`config.mk`:
```
export PLATFORM = sky130hd
export DESIGN_NAME = tick_irq_top
export DESIGN_NICKNAME = d
export VERILOG_FILES = /design/src/rtl/tick_irq_pkg.sv /design/src/rtl/tick_irq_ctrl.sv /design/src/rtl/tick_irq_dp.sv /design/src/rtl/tick_irq_top.sv
export SDC_FILE = /design/constraint.sdc
export NUM_CORES = 1
export LEC_CHECK = 0
export CAP_MARGIN = 20
export CORE_AREA = 4 4 50 52
export DETAILED_ROUTE_END_ITERATION = 10
export DIE_AREA = 0 0 54 56
export MAX_ROUTING_LAYER = met4
export PLACE_DENSITY = 0.7
export SYNTH_ARGS = -nofsm -noshare
export SYNTH_HDL_FRONTEND = slang
export SYNTH_SLANG_ARGS = --single-unit
```
`constraint.sdc`:
```
create_clock -name clk -period 1.1 [get_ports clk]
set_input_delay 0.22 -clock clk [delete_from_list [all_inputs] [get_ports clk]]
set_output_delay 0.22 -clock clk [all_outputs]
set_load 0.02 [all_outputs]
```
`src/rtl/tick_irq_pkg.sv`:
```
package tick_irq_pkg;
  localparam int NUM_TICKS = 6;
  localparam int DATA_W    = 8;
  localparam int ADDR_W    = 2;

  localparam logic [ADDR_W-1:0] ADDR_STAT  = 2'd0;
  localparam logic [ADDR_W-1:0] ADDR_FLAGS = 2'd1;
  localparam logic [ADDR_W-1:0] ADDR_EN    = 2'd2;
  localparam logic [ADDR_W-1:0] ADDR_ROUTE = 2'd3;

  typedef struct packed {
    logic flagAcc;
    logic statClr;
    logic enWr;
    logic routeWr;
  } strobe_t;
endpackage

```
`src/rtl/tick_irq_ctrl.sv`:
```
module tick_irq_ctrl
  import tick_irq_pkg::*;
#(
  parameter int ADDR_BITS = ADDR_W,
  parameter int DATA_BITS = DATA_W
) (
  input  logic                 busSel,
  input  logic                 busWr,
  input  logic [ADDR_BITS-1:0] busAddr,
  input  logic [DATA_BITS-1:0] busWdata,
  output strobe_t              strobes
);
  logic doWrite;

  always_comb begin
    doWrite         = busSel && busWr;
    strobes.flagAcc = busSel && (busAddr == ADDR_FLAGS);
    strobes.statClr = doWrite && (busAddr == ADDR_STAT) && busWdata[0];
    strobes.enWr    = doWrite && (busAddr == ADDR_EN);
    strobes.routeWr = doWrite && (busAddr == ADDR_ROUTE);
  end
endmodule

```
`src/rtl/tick_irq_dp.sv`:
```
module tick_irq_dp
  import tick_irq_pkg::*;
#(
  parameter int TICKS     = NUM_TICKS,
  parameter int ADDR_BITS = ADDR_W,
  parameter int DATA_BITS = DATA_W
) (
  input  logic                 clk,
  input  logic                 rst_n,
  input  logic [TICKS-1:0]     tickIn,
  input  strobe_t              strobes,
  input  logic [ADDR_BITS-1:0] busAddr,
  input  logic [DATA_BITS-1:0] busWdata,
  output logic [DATA_BITS-1:0] busRdata,
  output logic                 irqMainN,
  output logic                 irqAuxN
);
  localparam int PAD_W = DATA_BITS - TICKS;

  logic [TICKS-1:0] flagReg;
  logic [TICKS-1:0] enReg;
  logic             routeReg;
  logic             pendReg;
  logic             pendSet;

  assign pendSet = |(tickIn & enReg);

  // per-tick flag cells: access clears, tick set has priority
  for (genvar i = 0; i < TICKS; i++) begin : g_flag
    always_ff @(posedge clk or negedge rst_n) begin
      if (!rst_n)            flagReg[i] <= 1'b0;
      else if (tickIn[i])    flagReg[i] <= 1'b1;
      else if (strobes.flagAcc) flagReg[i] <= 1'b0;
    end
  end

  always_ff @(posedge clk or negedge rst_n) begin
    if (!rst_n) begin
      enReg    <= '0;
      routeReg <= 1'b0;
      pendReg  <= 1'b0;
    end else begin
      if (strobes.enWr)    enReg    <= busWdata[TICKS-1:0];
      if (strobes.routeWr) routeReg <= busWdata[0];
      if (pendSet)              pendReg <= 1'b1;
      else if (strobes.statClr) pendReg <= 1'b0;
    end
  end

  always_comb begin
    busRdata = '0;
    case (busAddr)
      ADDR_STAT:  busRdata[0] = pendReg;
      ADDR_FLAGS: busRdata = {{PAD_W{1'b0}}, flagReg};
      ADDR_EN:    busRdata = {{PAD_W{1'b0}}, enReg};
      default:    busRdata[0] = routeReg;
    endcase
  end

  assign irqMainN = ~(pendReg & ~routeReg);
  assign irqAuxN  = ~(pendReg & routeReg);


  flags_clear_chk: assert property (@(posedge clk) disable iff (!rst_n)
    (strobes.flagAcc && tickIn == '0) |=> (flagReg == '0));

  tick_wins_chk: assert property (@(posedge clk) disable iff (!rst_n)
    (|tickIn) |=> ((flagReg & $past(tickIn)) == $past(tickIn)));

  pend_clr_chk: assert property (@(posedge clk) disable iff (!rst_n)
    (strobes.statClr && !pendSet) |=> !pendReg);

  pend_hold_chk: assert property (@(posedge clk) disable iff (!rst_n)
    (pendReg && !strobes.statClr) |=> pendReg);

  one_pin_chk: assert property (@(posedge clk) disable iff (!rst_n)
    pendReg |-> ($countones({irqMainN, irqAuxN}) == 1));

  idle_pins_chk: assert property (@(posedge clk) disable iff (!rst_n)
    !pendReg |-> (irqMainN && irqAuxN));
endmodule

```
`src/rtl/tick_irq_top.sv`:
```
module tick_irq_top
  import tick_irq_pkg::*;
#(
  parameter int TICKS     = NUM_TICKS,
  parameter int ADDR_BITS = ADDR_W,
  parameter int DATA_BITS = DATA_W
) (
  input  logic                 clk,
  input  logic                 rst_n,
  input  logic [TICKS-1:0]     tickIn,
  input  logic                 busSel,
  input  logic                 busWr,
  input  logic [ADDR_BITS-1:0] busAddr,
  input  logic [DATA_BITS-1:0] busWdata,
  output logic [DATA_BITS-1:0] busRdata,
  output logic                 irqMainN,
  output logic                 irqAuxN
);
  strobe_t strobes;

  tick_irq_ctrl #(.ADDR_BITS(ADDR_BITS), .DATA_BITS(DATA_BITS)) u_ctrl (
    .busSel(busSel), .busWr(busWr), .busAddr(busAddr),
    .busWdata(busWdata), .strobes(strobes)
  );

  tick_irq_dp #(.TICKS(TICKS), .ADDR_BITS(ADDR_BITS), .DATA_BITS(DATA_BITS)) u_dp (
    .clk(clk), .rst_n(rst_n), .tickIn(tickIn), .strobes(strobes),
    .busAddr(busAddr), .busWdata(busWdata), .busRdata(busRdata),
    .irqMainN(irqMainN), .irqAuxN(irqAuxN)
  );
endmodule

```
* Yosys cells after proc, flatten, opt, wreduce, memory -nomap -nowiden
Cells that the tools add are included.
Word-level totals: register bits after elaboration 14, input bits 20, output and inout bits 10, logic and storage cells 44
Operators by class: equal/unequal tests 3, mux-type cells 11, bitwise gates (word level) 6, reductions and logical operators 15
Operators by type and width (count):
- $reduce_bool 2->1 | 7
- $pmux 5 s2 | 1
- $mux 1 | 9
- $and 6x6->6 | 1
- $logic_and 1x1->1 | 6
- $reduce_or 6->1 | 1
- $eq 2x2->1 const B | 2
- $not 1->1 | 3
- $pmux 1 s3 | 1
- $and 1x1->1 | 2
- $eq 2x1->1 const B | 1
- $logic_not 2->1 | 1

* Depth between registers and ports, before layout
word-level depth 5, gate-level depth with buffers 5, mapped depth without buffers 5

* Modules after synthesis
A second synthesis with hierarchy kept.
Second synthesis, totals: cells, all modules 64, area total of the unflattened synthesis 737.0 um^2
Modules (own cells, without submodules):
- tick_irq_dp | times used 1, cells an instance 59, area each 690.7 um^2, seq. area each 350.3 um^2
- tick_irq_ctrl | times used 1, cells an instance 5, area each 46.3 um^2, seq. area each 0.0 um^2

* Worst setup path after synthesis
OpenSTA, ideal clock, no wires.
path type input to output, start input busAddr[1], end output busRdata[0], arrival time 1.002 ns, setup slack -0.122 ns, stages 4, cells stage by stage inv_1 ha_1 a222oi_1 mux2i_1
Between the ends: cells in the longest elaborated chain, start to end 2
Ends and longest elaborated chain:
- from (decl) | RTL line tick_irq_top.sv:13 | input logic [ADDR_BITS-1:0] busAddr,
- $eq 2x2->1, or another cell as far along | RTL line tick_irq_dp.sv:52 | case (busAddr)
- $pmux 1 s3 (*) | RTL line tick_irq_dp.sv:52
- to (decl) | RTL line tick_irq_top.sv:15 | output logic [DATA_BITS-1:0] busRdata,
Every way passes the cells marked *; elsewhere a longest branch is shown, timed or not.

* Worst setup path in the final report
start register u_dp.enReg[0], end output busRdata[0]
Between the ends: cells in the longest elaborated chain, start to end 1
Ends and longest elaborated chain:
- from (decl) | RTL line tick_irq_dp.sv:21 | logic [TICKS-1:0] enReg;
- from (signal assigned) | RTL line tick_irq_dp.sv:43 | if (strobes.enWr) enReg <= busWdata[TICKS-1:0];
- $pmux 1 s3 | RTL line tick_irq_dp.sv:52
No other way between the ends.

==> impl_metrics.ini <==
[power]
power_density_nw_per_um2 = 1220
leakagePower_nw = 0.574
max-vdd-ir-drop_mv = 0.811
finalPower_mw = 1.64

[status]
status = finished with violations
violations = setup timing

[route]
drc_errors = 0
vias = 680
antenna_left = 0
drt-initial-drc-count = 22
drt-total-wl_mm = 2.19
wl_per_cell_um = 15.6
drt-vias-per-instance = 4.86
drt_pass1_iterations = 4

[sta]
fin_ws_ns = -0.453
skew_ns = 0.00333
fin_setup_tns_ns = -1.53
setup_viol = 8
clock.fmax_mhz = 644
fin_crit_ns = 1.55
fin_crit_sh = 1.41
hold_ws_ns = 0.237
drv_slew = 0
rsz0062_at_grt = true
hold_viol_final = 0

[global_route]
grt_first_pass_wirelength_mm = 3.48
grt_max_degree = 15
grt_antenna_before_repair = 0
grtUsageTotal = 0.163
grt_pass1_vias = 740
overflow = 0

[cts]
clock-sinks = 14
clk_pin_slew_ns = 0.09
htreeDepth = 1
max-clock-path-buffers = 2
cts_buffers = 3
cts_tree = done
root_buffer = clkbuf_4
clk_latency_ns = 0.28

[yosys]
syn-instance-count = 61
ys_seq_area_frac = 0.486
synth-seq-cells = 14
postSynthAreaPerCell_um2 = 11.8
syn_area_um2 = 721
synth_warnings = 0
synth_cell_types = 15

[placement]
gp_congestion = 0.751
post-place-ws_ns = -1.11
dpl.cell_count = 128
numPortBuffers = 25
dp_hpwl_mm = 1.45

[floorplanning]
dieArea_um2 = 3020
initial_utilization = 0.342
num_rows = 17
coreArea_um2 = 2110
io_pins = 30
chipHeight_um = 56
dieWidth_um = 54

[finish]
fill_cells = 161
drive_above_1_share = 0.598
final_cells = 140
area_growth_pct = 86.8
seq_area_um2 = 350
multi_input_area_um2 = 467
n_antenna_cell = 0
nets = 138

[critical_path]
crit_path_end_kind = primary output
path_class = register to primary output
cp-start-kind = register
required_ns = 0.88
reg2reg_depth = 4
cp.arrival_ns = 1.33
crit_fanout = 2

[min_path]
min_path_type = input pin to asynchronous set/reset pin

[job]
max-cap-violations = 0
-- state kept, by name, indices dropped and copies added, names as in the netlist --
register,flops
u_dp.enReg,6
u_dp.flagReg,6
u_dp.pendReg,1
u_dp.routeReg,1
-- cell usage in the layout (no fill, tap or decap), types with 2 or more instances in the layout --
master,count
dfrtp_1,14
clkbuf_4,3
nand4_1,2
inv_4,2
nand2_1,2
conb_1,2
a21o_1,6
nor2b_2,5
mux2_2,7
buf_6,12
clkdlybuf4s50_1,14
buf_4,21
a22oi_2,7
ha_4,4
-- worst max-delay path, stage by stage, from the launching register on --
cell      delay (ns)
dfrtp_1         0.39
a222oi_1        0.38
mux2i_2         0.11
buf_4           0.17
-- worst paths after layout --
| check | start | end | slack, ns |
|---|---|---|---|
| max | u_dp.enReg[0] | busRdata[0] | -0.45 |
| min | rst_n | u_dp.pendReg | 0.24 |
| max reg2reg | u_dp.enReg[2] | u_dp.pendReg | 0.05 |
| min reg2reg | u_dp.flagReg[1] | u_dp.flagReg[1] | 0.51 |
| max in group asynchronous | rst_n | u_dp.routeReg | 0.70 |
| min in group clk | busAddr[0] | u_dp.pendReg | 0.44 |
-- where the power goes --
| part | internal (mW) | switching [mW] | leakage (nW) |
|---|---|---|---|
| Clock | 0.201 | 0.169 | 0.0210 |
| Combinational | 0.380 | 0.250 | 0.404 |
| Sequential | 0.583 | 0.0570 | 0.150 |
-- stage by stage --
stage / util / area (um2)
final: 0.639 / 1350
after global routing: 0.639 / 1350
after CTS: 0.605 / 1270
after detailed placement: 0.541 / 1140
after global placement: 0.541 / 1140
after floorplan: - / 756
-- cell families (layout without fill, tap and decap cells) --
logic type	after synthesis	count (layout)	share of synthesized area
buffers and inverters	5	55	0.0365
flip-flops	14	14	0.486
multiplexers	8	8	0.123
AO/OA/AOI/OAI	15	15	0.160
AND/OR/NAND/NOR	13	13	0.102
adder cells (fa/ha/maj)	5	5	0.0868
other	1	2	0.00520
-- cell usage after synthesis --
library cell  instances  area share
dfrtp_1              14        0.49
nand4_1               2       0.017
buf_4                 2       0.021
nor2b_1               5       0.043
mux2_2                7        0.11
nand3_1               1      0.0069
conb_1                1      0.0052
inv_1                 3       0.016
a222oi_1              1       0.014
a21o_1                6       0.062
ha_1                  5       0.087
mux2i_1               1       0.014
nand2_1               4       0.021
nand3_2               1       0.014
a22oi_1               8       0.083
-- timing repair --
action / 4_1_cts / 5_1_grt
hold buffers: 0 / 0
buffers inserted: 2 / 8
resized for setup: 73 / 10
cloned: 0 / 0
endpoints found under the setup margin: 21 / 9
pin swaps: 6 / 7
-- final cells by class --
class	count	share of cell area
Tap cell	28	0.0260
Timing Repair Buffer	48	0.328
Sequential cell	14	0.260
Multi-Input combinational cell	43	0.347
Inverter	3	0.0121
Clock buffer	4	0.0270
-- routing by layer --
| metal | up-vias | share of wire | GRT usage |
|---|---|---|---|
| met2 | 26 | 0.56 | 0.282 |
| met4 | 0 | 0.011 | 0.0427 |
| met5 | - | 0 | - |
| li1 | 317 | - | - |
| met3 | 5 | 0.059 | 0.0161 |
| met1 | 332 | 0.37 | 0.197 |
Power figures use the tool's default switching activity.
